## config.mk

```make
export PLATFORM = sky130hd
export DESIGN_NAME = wdog_keyed
export DESIGN_NICKNAME = d
export VERILOG_FILES = /design/src/rtl/wdog_pkg.sv /design/src/rtl/wdog_ctrl.sv /design/src/rtl/wdog_dp.sv /design/src/rtl/wdog_keyed.sv
export SDC_FILE = /design/constraint.sdc
export NUM_CORES = 1
export LEC_CHECK = 0
export ABC_CLOCK_PERIOD_IN_PS = 3100
export BUFFER_PORTS_ARGS = -buffer_cell sky130_fd_sc_hd__buf_2
export CAP_MARGIN = 20
export CELL_PAD_IN_SITES_DETAIL_PLACEMENT = 1
export CELL_PAD_IN_SITES_GLOBAL_PLACEMENT = 2
export CORE_ASPECT_RATIO = 2
export CORE_MARGIN = 2
export CORE_UTILIZATION = 41
export DETAILED_ROUTE_END_ITERATION = 12
export GPL_TIMING_DRIVEN = 0
export PLACE_DENSITY = 0.79
export SLEW_MARGIN = 0
export SYNTH_ARGS = -nofsm -noshare
export SYNTH_HDL_FRONTEND = slang
export SYNTH_SLANG_ARGS = --single-unit
```

## constraint.sdc

```tcl
create_clock -name clk -period 3.1 [get_ports clk]
set_clock_uncertainty 0.15 [all_clocks]
set_input_delay 0.775 -clock clk [delete_from_list [all_inputs] [get_ports clk]]
set_output_delay 0.775 -clock clk [all_outputs]
set_load 0.03 [all_outputs]
```

## src/rtl/wdog_pkg.sv

```systemverilog
package wdog_pkg;
  localparam logic [15:0] KEY_STOP_A  = 16'hAAAA;
  localparam logic [15:0] KEY_STOP_B  = 16'h5555;
  localparam logic [15:0] KEY_START_A = 16'hBBBB;
  localparam logic [15:0] KEY_START_B = 16'h4444;

  localparam int A_CTRL = 0;
  localparam int A_LOAD = 1;
  localparam int A_TRIG = 2;
  localparam int A_KEY  = 3;
  localparam int A_STAT = 4;
  localparam int A_CNT  = 5;

  typedef enum logic [1:0] {KS_IDLE, KS_STOP1, KS_START1} keyState_t;

  // strobes from control to datapath
  typedef struct packed {
    logic running;
    logic preEn;
    logic reload;
  } wdStrb_t;
endpackage

```

## src/rtl/wdog_ctrl.sv

```systemverilog
module wdog_ctrl
  import wdog_pkg::*;
#(
  parameter int DATA_W     = 16,
  parameter int CNT_W      = 16,
  parameter int ADDR_W     = 3,
  parameter int PTV_W      = 3,
  parameter int PTV_OFF    = 2,
  parameter int PEND_TICKS = 2
) (
  input  logic              clk,
  input  logic              rstN,
  input  logic              tickEn,
  input  logic              wrEn,
  input  logic [ADDR_W-1:0] addr,
  input  logic [DATA_W-1:0] wdata,
  input  logic [CNT_W-1:0]  count,
  output logic [DATA_W-1:0] rdata,
  output wdStrb_t           strb,
  output logic [PTV_W-1:0]  ptv,
  output logic [CNT_W-1:0]  loadVal,
  output logic [3:0]        pendVec
);
  localparam int NREG = 4;
  localparam int PC_W = $clog2(PEND_TICKS + 1);
  localparam logic [DATA_W-1:0] CTRL_MASK =
    DATA_W'(1) | (DATA_W'((1 << PTV_W) - 1) << PTV_OFF);

  logic [NREG-1:0]   fire;
  logic [DATA_W-1:0] shadowArr [NREG];

  for (genvar i = 0; i < NREG; i++) begin : g_post
    logic [PC_W-1:0]   pcnt;
    logic [DATA_W-1:0] shadow;
    logic              hit;
    assign hit = wrEn && (addr == ADDR_W'(i));
    always_ff @(posedge clk or negedge rstN) begin
      if (!rstN) begin
        pendVec[i] <= 1'b0;
        pcnt       <= '0;
        shadow     <= '0;
      end else if (hit) begin
        pendVec[i] <= 1'b1;
        pcnt       <= '0;
        shadow     <= wdata;
      end else if (pendVec[i] && tickEn) begin
        if (pcnt == PC_W'(PEND_TICKS - 1)) pendVec[i] <= 1'b0;
        else                               pcnt <= pcnt + 1'b1;
      end
    end
    assign fire[i] = pendVec[i] && tickEn && !hit &&
                     (pcnt == PC_W'(PEND_TICKS - 1));
    assign shadowArr[i] = shadow;
  end

  logic [DATA_W-1:0] ctrlR, trigR;
  logic [CNT_W-1:0]  loadR;
  logic              running;
  keyState_t         keyState;

  always_ff @(posedge clk or negedge rstN) begin
    if (!rstN) begin
      ctrlR    <= '0;
      loadR    <= '0;
      trigR    <= '0;
      running  <= 1'b0;
      keyState <= KS_IDLE;
    end else begin
      if (fire[A_CTRL] && !running) ctrlR <= shadowArr[A_CTRL] & CTRL_MASK;
      if (fire[A_LOAD] && !running) loadR <= shadowArr[A_LOAD][CNT_W-1:0];
      if (fire[A_TRIG])             trigR <= shadowArr[A_TRIG];
      if (fire[A_KEY]) begin
        if (shadowArr[A_KEY] == DATA_W'(KEY_STOP_A)) begin
          keyState <= KS_STOP1;
        end else if (shadowArr[A_KEY] == DATA_W'(KEY_START_A)) begin
          keyState <= KS_START1;
        end else if (keyState == KS_STOP1 &&
                     shadowArr[A_KEY] == DATA_W'(KEY_STOP_B)) begin
          running  <= 1'b0;
          keyState <= KS_IDLE;
        end else if (keyState == KS_START1 &&
                     shadowArr[A_KEY] == DATA_W'(KEY_START_B)) begin
          running  <= 1'b1;
          keyState <= KS_IDLE;
        end else begin
          keyState <= KS_IDLE;
        end
      end
    end
  end

  assign strb.running = running;
  assign strb.preEn   = ctrlR[0];
  assign strb.reload  = fire[A_TRIG] && (shadowArr[A_TRIG] != trigR);
  assign ptv          = ctrlR[PTV_OFF +: PTV_W];
  assign loadVal      = loadR;

  always_comb begin
    rdata = '0;
    case (addr)
      ADDR_W'(A_CTRL): rdata = ctrlR;
      ADDR_W'(A_LOAD): rdata = DATA_W'(loadR);
      ADDR_W'(A_TRIG): rdata = trigR;
      ADDR_W'(A_KEY):  rdata = DATA_W'(running);
      ADDR_W'(A_STAT): rdata = DATA_W'(pendVec);
      ADDR_W'(A_CNT):  rdata = DATA_W'(count);
      default:         rdata = '0;
    endcase
  end
endmodule

```

## src/rtl/wdog_dp.sv

```systemverilog
module wdog_dp
  import wdog_pkg::*;
#(
  parameter int CNT_W = 16,
  parameter int PTV_W = 3
) (
  input  logic             clk,
  input  logic             rstN,
  input  logic             tickEn,
  input  wdStrb_t          strb,
  input  logic [PTV_W-1:0] ptv,
  input  logic [CNT_W-1:0] loadVal,
  output logic [CNT_W-1:0] count,
  output logic             wdogRst
);
  localparam int PRE_W = (1 << PTV_W) - 1;

  logic [PRE_W-1:0] preCnt, preLimit;
  logic             phaseDone;

  assign preLimit  = {PRE_W{1'b1}} >> (PRE_W - int'(ptv));
  assign phaseDone = !strb.preEn || (preCnt == preLimit);

  always_ff @(posedge clk or negedge rstN) begin
    if (!rstN) begin
      count   <= '0;
      preCnt  <= '0;
      wdogRst <= 1'b0;
    end else begin
      wdogRst <= 1'b0;
      if (strb.reload) begin
        count  <= loadVal;
        preCnt <= '0;
      end else if (strb.running && tickEn) begin
        if (phaseDone) begin
          preCnt <= '0;
          if (count == '1) begin
            count   <= loadVal;
            wdogRst <= 1'b1;
          end else begin
            count <= count + 1'b1;
          end
        end else begin
          preCnt <= preCnt + 1'b1;
        end
      end
    end
  end
endmodule

```

## src/rtl/wdog_keyed.sv

```systemverilog
module wdog_keyed
  import wdog_pkg::*;
#(
  parameter int DATA_W     = 16,
  parameter int CNT_W      = 16,
  parameter int ADDR_W     = 3,
  parameter int PTV_W      = 3,
  parameter int PTV_OFF    = 2,
  parameter int PEND_TICKS = 2
) (
  input  logic              clk,
  input  logic              rstN,
  input  logic              tickEn,
  input  logic              wrEn,
  input  logic [ADDR_W-1:0] addr,
  input  logic [DATA_W-1:0] wdata,
  output logic [DATA_W-1:0] rdata,
  output logic              wdogRst
);
  wdStrb_t          strb;
  logic [PTV_W-1:0] ptv;
  logic [CNT_W-1:0] loadVal, count;
  logic [3:0]       pendVec;

  wdog_ctrl #(
    .DATA_W(DATA_W), .CNT_W(CNT_W), .ADDR_W(ADDR_W),
    .PTV_W(PTV_W), .PTV_OFF(PTV_OFF), .PEND_TICKS(PEND_TICKS)
  ) ctrl_i (
    .clk(clk), .rstN(rstN), .tickEn(tickEn), .wrEn(wrEn), .addr(addr),
    .wdata(wdata), .count(count), .rdata(rdata), .strb(strb), .ptv(ptv),
    .loadVal(loadVal), .pendVec(pendVec)
  );

  wdog_dp #(.CNT_W(CNT_W), .PTV_W(PTV_W)) dp_i (
    .clk(clk), .rstN(rstN), .tickEn(tickEn), .strb(strb), .ptv(ptv),
    .loadVal(loadVal), .count(count), .wdogRst(wdogRst)
  );
endmodule

```

==> results.tsv <==
stage	metric	value	unit
yosys	Post-synth top cells	dfrtp_1, mux2_2, nand2_1	
clock_tree	CTS H-Tree Depth	4	
hold_path	Hold WC Path Type	primary input to async pin	
clock_tree	CTS buffer count	17	
grt	first-pass GRT wire length	28.3	mm
yosys	Yosys cell types	54	
worst_setup_path	Startpoint Class	primary input	
layout	layout cells sized above 1	27.4	%
die	num rows	63	
yosys	Mapped Cells	563	
placement	Buffers on Ports	38	
worst_setup_path	Critical Path AT	2.06	ns
routing	drt pass-1 iters	4	
power	power per cell area	899	nW/um2
layout	Design Area, Final	7300	um2
worst_setup_path	worst-path maximum fanout	10	
grt	initial antenna violation count	0	
yosys	Yosys warning count	0	
worst_setup_path	Crit. End Element	output port	
grt	grt ovf	0	
yosys	Yosys top cell by area	dfrtp_1	
yosys	part of the Yosys area used for sequential elements	51.2	%
clock_tree	postcts setup bufs	0	
job	max-cap viol count	0	
yosys	Synth Cell Area	6210	um2
grt	GR Util All Layers	23.0	%
clock_tree	Skew-Pair Late Insertion Delay	0.42	ns
yosys	most frequent cell after synthesis	dfrtp_1	
sta	RSZ-0062 raised after global routing	no	
power	Final Power	6570	uW
worst_setup_path	critical path launch point	addr[2]	
yosys	largest cells by area after synthesis	dfrtp_1, mux2_2, xor2_1	
die	area of the core	14800	um2
yosys	Async SR Flop Fraction	100	%
placement	post-DP HPWL	13.2	mm
sta	crit path time final	2.99	ns
routing	Post-Route WL	17.6	mm
yosys	syn_area_per_cell	11.0	um2
layout	diodes inserted	0	
layout	fin nets	650	
die	Die Height	178	um
die	Ports	40	
routing	Antenna Nets Post-Route	0	
clock_tree	CTS Sinks	127	
sta	post-route clock period utilization	96.4	%
sta	slew margin rel.	31.9	%
clock_tree	Clock Tree Buf Depth	2	
worst_setup_path	critical path class	primary input to output port	
routing	DRC viols	0	
yosys	Synth top area share	51.2	%
sta	Achievable Freq	335	MHz
sta	Final setup viols	0	
power	worst vdd ir	0.427	mV
die	initial core utilization	41.9	%
sta	Final Hold Vio Count	0	
yosys	Synth Register Bits	127	
routing	routed vias/inst	5.57	
yosys	Main synth FF type	dfrtp_1	
placement	routability congestion estimate	0.835	
worst_setup_path	Req. time, crit path	2.17	ns
sta	worst-margin pin slew	1.01	ns
status	status	finished clean	
sta	Slew Viols, Final	0	
clock_tree	clock slew at reported path FFs	0.06	ns
yosys	post-synth net total	592	
routing	Detailed Route Iter0 Violations	207	
grt	vias in the first global route	5198	
clock_tree	Clock Root Buffer	clkbuf_16	
routing	routed len/inst	21.2	um
power	Leakage	0.00325	uW
yosys	Post-synth EDFFs	0	
routing	vias	4618	
die	die span in x	91.0	um
layout	Layout area overhead	17.6	%
grt	largest net degree at the start of global routing	102	
clock_tree	CTS tree	done	
die	Die Area	16200	um2
worst_setup_path	Worst R2R Start	dp_i.count[1]	
placement	total placed instance area	6680	um2
## kinds of logic after synthesis
family	after synthesis	share of synthesized area, %
compound gates	89	9.02
xor+xnor	28	3.95
mux	103	18.7
flops	127	51.2
buf+inv	40	2.66
simple gates	170	13.3
fa+ha+maj	6	1.21
## critical path: stages
cell     delay (ns)
buf_2          0.17
buf_2          0.31
mux2i_1        0.34
nor2_1         0.07
a21oi_1        0.13
a21oi_1        0.08
buf_2          0.18
## routing by layer
metal / track usage, % / share of wire, % / vias to the layer above
met1: 23.7 / 37 / 2375
met2: 44.6 / 57 / 75
met5: 0 / 0 / -
met3: 3.46 / 1.9 / 37
li1: - / - / 2131
met4: 11.0 / 3.7 / 0
## layout by cell type, fill, tap and decap left out, types with 9 or more instances in the layout
cell type,instances
nand4_1,11
o21ai_0,27
mux2_2,85
nand3_1,11
clkbuf_1,13
nor2_1,43
dfrtp_1,127
clkbuf_16,17
inv_1,12
a21oi_1,25
nor3_1,9
nand2_1,54
mux2i_1,16
xor2_1,26
buf_2,45
## state kept, by name, summed over array words and instances, names as in the netlist
signal and count:
ctrl_i.keyState 2, dp_i.preCnt 7, ctrl_i.running 1, dp_i.count 16
ctrl_i.ctrlR 4, ctrl_i.trigR 16, ctrl_i.pendVec 4, ctrl_i.g_post.shadow 52
ctrl_i.g_post.pcnt 8, ctrl_i.loadVal 16, dp_i.wdogRst 1
## cell type report
type                       instances  area, um2
buffer                            27        121
clock buffer                      18        429
tap                              195        244
clock inverter                    14        179
timing repair buffer              39        224
multi-input combinational        396       2880
sequential                       127       3180
fill                            1680       7510
inverter                          13       48.8
## metrics by stage
| step | setup TNS [ns] | worst slack, ns | std cells | hold WS [ns] | utilization, % |
|---|---|---|---|---|---|
| 4_1_cts | 0 | 0.0776 | 829 | 0.0614 | 49.2 |
| 6_report | 0 | 0.110 | 829 | 0.0679 | 49.3 |
| 2_1_floorplan | 0 | 0.0480 | 563 | 0.286 | - |
| 3_3_place_gp | -68.20 | -0.518 | 796 | 0.296 | 44.8 |
| 3_5_place_dp | -5.36 | -0.345 | 797 | 0.329 | 45.1 |
| 5_1_grt | 0 | 0.000218 | 829 | 0.0738 | 49.3 |
## worst paths after layout
path	end	slack, ns	cells after the start
worst min register to register	ctrl_i.running	0.35	1
worst min-delay path	ctrl_i.g_post[0].pcnt[1]	0.07	1
min in group clk	ctrl_i.running	0.35	1
worst max-delay path	rdata[0]	0.11	7
worst max register to register	dp_i.count[9]	0.32	9
max in group asynchronous	dp_i.preCnt[5]	1.91	2
## timing repair
action,CTS,global route
endpoints found under the hold margin,0,0
setup endpoints to repair,15,6
hold buffers,0,0
gates cloned,0,0
gates resized for setup,5,2
## where the power goes
part	internal [uW]	switching, uW	total (uW)	leakage (uW)
Combinational	815	914	1730	0.00139
Clock	1280	802	2080	0.000294
Sequential	2210	551	2760	0.00157
Total	4300	2270	6570	0.00325
Power figures use the tool's default switching activity.
